$ cat config.mk
export PLATFORM = sky130hd
export DESIGN_NAME = settle_ready_timer
export DESIGN_NICKNAME = d
export VERILOG_FILES = /design/src/rtl/settle_pkg.sv /design/src/rtl/settle_interval_sel.sv /design/src/rtl/settle_countdown.sv /design/src/rtl/settle_flag_reg.sv /design/src/rtl/settle_ready_timer.sv
export SDC_FILE = /design/constraint.sdc
export NUM_CORES = 1
export LEC_CHECK = 0
export BUFFER_PORTS_ARGS = -buffer_cell sky130_fd_sc_hd__buf_2
export CAP_MARGIN = 20
export CORE_MARGIN = 4
export CORE_UTILIZATION = 50
export DETAILED_ROUTE_END_ITERATION = 16
export GPL_TIMING_DRIVEN = 0
export HOLD_SLACK_MARGIN = 0.03
export PLACE_DENSITY = 0.69
export SLEW_MARGIN = 5
export SYNTH_ARGS = -nofsm -noshare
export SYNTH_HDL_FRONTEND = slang
export SYNTH_SLANG_ARGS = --single-unit
$ cat constraint.sdc
create_clock -name clk -period 4 [get_ports clk]
set_clock_uncertainty 0.2 [all_clocks]
set_input_delay 0.4 -clock clk [delete_from_list [all_inputs] [get_ports clk]]
set_output_delay 0.4 -clock clk [all_outputs]
set_load 0.01 [all_outputs]
$ cat src/rtl/settle_pkg.sv
package settle_pkg;

  typedef struct packed {
    logic scan;
    logic sync;
    logic rate;
    logic bufrst;
    logic init;
  } settle_ev_t;

  localparam int unsigned NUM_CAUSES = 5;

  function automatic int unsigned umax(input int unsigned a, input int unsigned b);
    return (a > b) ? a : b;
  endfunction

endpackage

$ cat src/rtl/settle_interval_sel.sv
module settle_interval_sel
  import settle_pkg::*;
#(
  parameter int unsigned CNT_W         = 8,
  parameter int unsigned INIT_CYC      = 20,
  parameter int unsigned BRST_FAST_CYC = 3,
  parameter int unsigned BRST_SCAN_CYC = 12,
  parameter int unsigned RATE_CYC      = 40,
  parameter int unsigned SYNC_CYC      = 15,
  parameter int unsigned SCAN_CYC      = 25
) (
  input  settle_ev_t       ev,
  input  logic             sync_scan_mode,
  output logic [CNT_W-1:0] req
);

  logic [NUM_CAUSES-1:0] hit;
  logic [CNT_W-1:0]      dur [NUM_CAUSES];

  assign hit = ev;

  always_comb begin
    dur[0] = CNT_W'(INIT_CYC);
    dur[1] = sync_scan_mode ? CNT_W'(BRST_SCAN_CYC) : CNT_W'(BRST_FAST_CYC);
    dur[2] = CNT_W'(RATE_CYC);
    dur[3] = CNT_W'(SYNC_CYC);
    dur[4] = CNT_W'(SCAN_CYC);
  end

  always_comb begin
    req = '0;
    for (int i = 0; i < NUM_CAUSES; i++) begin
      if (hit[i] && (dur[i] > req)) req = dur[i];
    end
  end

endmodule

$ cat src/rtl/settle_countdown.sv
module settle_countdown #(
  parameter int unsigned CNT_W    = 8,
  parameter int unsigned INIT_CYC = 20
) (
  input  logic             clk,
  input  logic             rst_n,
  input  logic [CNT_W-1:0] req,
  output logic             zero_next
);

  logic [CNT_W-1:0] cnt_q;
  logic [CNT_W-1:0] cnt_d;
  logic [CNT_W-1:0] dec;
  logic             cnt_en;

  always_comb begin
    dec       = (cnt_q != '0) ? cnt_q - 1'b1 : '0;
    cnt_d     = (req > dec) ? req : dec;
    cnt_en    = (cnt_q != '0) || (req != '0);
    zero_next = (cnt_d == '0);
  end

  always_ff @(posedge clk or negedge rst_n) begin
    if (!rst_n)      cnt_q <= CNT_W'(INIT_CYC);
    else if (cnt_en) cnt_q <= cnt_d;
  end

endmodule

$ cat src/rtl/settle_flag_reg.sv
module settle_flag_reg (
  input  logic clk,
  input  logic rst_n,
  input  logic zero_next,
  output logic ready,
  output logic ready_rise
);

  logic ready_d;
  logic rise_d;

  always_comb begin
    ready_d = zero_next;
    rise_d  = zero_next && !ready;
  end

  always_ff @(posedge clk or negedge rst_n) begin
    if (!rst_n) begin
      ready      <= 1'b0;
      ready_rise <= 1'b0;
    end else begin
      ready      <= ready_d;
      ready_rise <= rise_d;
    end
  end

endmodule

$ cat src/rtl/settle_ready_timer.sv
module settle_ready_timer
  import settle_pkg::*;
#(
  parameter int unsigned INIT_CYC      = 250000000,
  parameter int unsigned BRST_FAST_CYC = 50,
  parameter int unsigned BRST_SCAN_CYC = 250000,
  parameter int unsigned RATE_CYC      = 5000000,
  parameter int unsigned SYNC_CYC      = 5000000,
  parameter int unsigned SCAN_CYC      = 5000000
) (
  input  logic clk,
  input  logic rst_n,
  input  logic init_ev,
  input  logic bufrst_ev,
  input  logic rate_ev,
  input  logic sync_ev,
  input  logic scan_ev,
  input  logic sync_scan_mode,
  output logic ready,
  output logic ready_rise
);

  localparam int unsigned MAX_CYC = umax(umax(umax(INIT_CYC, BRST_FAST_CYC), umax(BRST_SCAN_CYC, RATE_CYC)),
                                         umax(SYNC_CYC, SCAN_CYC));
  localparam int unsigned CNT_W   = $clog2(MAX_CYC + 1);

  settle_ev_t       ev;
  logic [CNT_W-1:0] req;
  logic             zero_next;

  assign ev = '{scan: scan_ev, sync: sync_ev, rate: rate_ev, bufrst: bufrst_ev, init: init_ev};

  settle_interval_sel #(
    .CNT_W(CNT_W), .INIT_CYC(INIT_CYC), .BRST_FAST_CYC(BRST_FAST_CYC),
    .BRST_SCAN_CYC(BRST_SCAN_CYC), .RATE_CYC(RATE_CYC), .SYNC_CYC(SYNC_CYC),
    .SCAN_CYC(SCAN_CYC)
  ) u_sel (
    .ev(ev), .sync_scan_mode(sync_scan_mode), .req(req)
  );

  settle_countdown #(.CNT_W(CNT_W), .INIT_CYC(INIT_CYC)) u_cnt (
    .clk(clk), .rst_n(rst_n), .req(req), .zero_next(zero_next)
  );

  settle_flag_reg u_flag (
    .clk(clk), .rst_n(rst_n), .zero_next(zero_next),
    .ready(ready), .ready_rise(ready_rise)
  );

endmodule

==> flow_summary_export.csv <==
group,metric,value,unit
placement,port_buffers,9,
drt,detailedRoute.firstPassIterationCount,4,
logic_synthesis,netlist_area,2470,sq um
power,p_per_area,775,nW/um^2
floorplanning,dieArea,6120,sq um
logic_synthesis,ys_seq_elements,30,
worst_hold_path,hold_class,"primary input to register",
logic_synthesis,syn_inst,289,
setup_path,required,3.99,ns
timing,finalHoldViolations,0,
timing,setup-violations-final,13,
flow_run,timing.max_cap.violations,0,
logic_synthesis,postSynth.asyncResetShare,100,%
logic_synthesis,ys_seq_area_share,31.1,%
logic_synthesis,syn-num-nets,320,
setup_path,reg2reg_depth,14,
logic_synthesis,yosys.area.top_type,"dfrtp_1",
global_routing,antenna_found_initial,0,
floorplanning,rows,25,
logic_synthesis,synth_top_area_share,17.2,%
logic_synthesis,yosys.cell_types.count,48,
timing,tns,-0.249,ns
logic_synthesis,synthMuxAreaShare,3.75,%
placement,routabilityCongestion,0.915,
logic_synthesis,postSynthAreaPerCell,8.54,sq um
drt,drtIter0Drc,171,
final_layout,multi_input_comb_area,1890,sq um
global_routing,grt_max_degree,31,
setup_path,start_kind,"register",
logic_synthesis,synth-edff-count,0,
placement,placedCellCount,365,
timing,finalMaxSlewViolations,0,
final_layout,final_nets,351,
floorplanning,core-area,4750,sq um
timing,min_period_over_period,101,%
setup_path,crit_arrival,4.05,ns
floorplanning,die_x,78.2,um
timing,worst_pin_slew,0.817,ns
logic_synthesis,ys_warn_count,0,
run_status,status,"complete, but fails checks",
clock_tree,htree_levels,2,
setup_path,path_class,"register to register",
setup_path,cp_max_fo,4,
logic_synthesis,synth_compound_area_share,12.5,%
logic_synthesis,yosys_most_used_dff,"dfrtp_1",
timing,fmax,0.246,GHz
clock_tree,clk_pin_slew_worst_paths,0.07,ns
timing,slew-limit-headroom,45.0,%
worst_hold_path,whs_path_depth,3,
clock_tree,cts_tree,"built",
drt,vias_per_cell,6.00,
final_layout,fin_cells,388,
final_layout,diodes,0,
logic_synthesis,synth_top_family_by_area,"simple AND/OR/NAND/NOR gates",
clock_tree,numCtsBuffers,5,
drt,ant_nets,0,
drt,wl_per_cell,17.9,um
timing,period_minus_slack,4.06,ns
placement,place_area,2600,sq um
final_layout,drive_gt1_share,31.5,%
power,leakagePower,1.32,nW
clock_tree,cts_max_path_buffers,2,
logic_synthesis,synth.most_common_cell,"nand2_1",
floorplanning,die_y,78.2,um
setup_path,worst_setup_path_end_kind,"register",
global_routing,track_usage,23.4,%
timing,rsz0062_at_grt,"yes",
global_routing,grt_pass1_vias,2271,
logic_synthesis,synthTopCellsByCount,"36 x nand2_1, 27 x nor2_1, 23 x ha_1",
final_layout,final_cell_area,3100,sq um
final_layout,fill_cells,399,
drt,wirelength,6.95,mm
drt,drc,0,
floorplanning,io-pin-count,10,
clock_tree,insertion_delay,0.30,ns
global_routing,grt_overflow,0,
clock_tree,cts.sinks,30,
final_layout,utilization,65.2,%
logic_synthesis,synthAdderAreaFrac,11.7,%
power,power,2.40,mW
final_layout,regArea,769,sq um
clock_tree,cts-root-buf,"clkbuf_8",
power,ir_drop,0.522,mV
placement,place_ws,-0.517,ns
run_status,violations,"setup timing",
timing,whs,0.221,ns
final_layout,syn_to_final_growth,25.7,%
floorplanning,start_util,51.9,%
timing,layout_setup_ws,-0.0571,ns
drt,vias,2328,
placement,dp_hpwl,4.86,mm
logic_synthesis,synth_xor_area_share,7.10,%
logic_synthesis,synth_area_leaders,"dfrtp_1 17%, dfstp_2 14%, ha_1 12%",
global_routing,grt_first_pass_wirelength,11.2,mm
logic_synthesis,synthSimpleGateAreaFrac,30.8,%
-- kinds of logic after synthesis --
group	count (synthesis)
compound gates	51
xor+xnor	20
fa+ha+maj	23
buf+inv	16
flops	30
mux	9
simple gates	140
-- worst max-delay path, stage by stage, from the launching register on --
cell and delay (ns):
dfrtp_1 0.39, or4_4 0.58, or4_4 0.51, nor3_4 0.17, xnor2_2 0.11, or2_2 0.31
ha_4 0.28, nand4_1 0.15, a21oi_1 0.21, o31ai_2 0.11, a21oi_2 0.17, o21bai_4 0.10
a21oi_4 0.21, mux2_4 0.34, nor2b_4 0.12
-- area by class of cell --
type | count | area share [%]
Buffer | 4 | 1.21
Clock buffer | 7 | 2.78
Clock inverter | 1 | 0.161
Inverter | 9 | 1.09
Multi-Input combinational cell | 243 | 60.9
Sequential cell | 30 | 24.8
Tap cell | 67 | 2.70
Timing Repair Buffer | 27 | 6.38
-- flip-flops by register name (all words and copies together), names as in the netlist --
signal             flops
u_cnt.cnt_q           28
u_flag.ready           1
u_flag.ready_rise      1
-- per-layer routing --
metal  routed length (um)  vias up  GRT usage [%]  part of all wire (%)
met1                 3180     1129           33.1                    46
met2                 3210       74           36.5                    46
li1                     -     1108              -                     -
met3                  378       17           4.13                   5.4
met4                  185        0           7.17                   2.7
met5                    0        -              0                     0
-- repair_timing --
action / 4_1_cts / 5_1_grt
hold buffers: 1 / 0
setup endpoints to repair: 29 / 29
buffers inserted: 14 / 4
pin swaps: 15 / 9
hold endpoints to repair: 17 / 0
gates resized for setup: 28 / 37
cloned: 1 / 0
-- path summary, 6_finish.rpt --
| check | startpoint | to | slack (ns) |
|---|---|---|---|
| min in group asynchronous | rst_n | u_cnt.cnt_q[16] | 0.49 |
| max | u_cnt.cnt_q[5] | u_flag.ready_rise | -0.06 |
| max in group asynchronous | rst_n | u_cnt.cnt_q[0] | 2.60 |
| min reg2reg | u_flag.ready | u_flag.ready_rise | 0.27 |
| min | init_ev | u_cnt.cnt_q[26] | 0.22 |
| max reg2reg | u_cnt.cnt_q[5] | u_flag.ready_rise | -0.06 |
-- power by group --
part | internal, mW | leakage (nW) | switching [mW]
Clock | 0.139 | 0.0482 | 0.129
Combinational | 0.663 | 0.916 | 0.813
Sequential | 0.472 | 0.356 | 0.186
Total | 1.27 | 1.32 | 1.13
-- cells in the final DEF (no fill, tap or decap), types with 3 or more instances in the layout --
master     n
nor4_4     6
mux2i_1    7
o21ai_0    3
and3_1     4
nand2_1   34
a21o_1     4
nor2_1    26
nor3_1    13
buf_4     14
o21ai_1   14
nor3_4     3
nand4_1    5
a21oi_1    9
nand3_1    9
or2_2      3
buf_6      5
nand4b_1   4
dfrtp_1   15
buf_2      9
xnor2_1   10
nand2b_1   4
ha_1      20
o21ai_2    6
clkbuf_8   6
xor2_1     9
dfstp_2   13
nor4_1     4
inv_1      9
(Power assumes the default switching activity.)
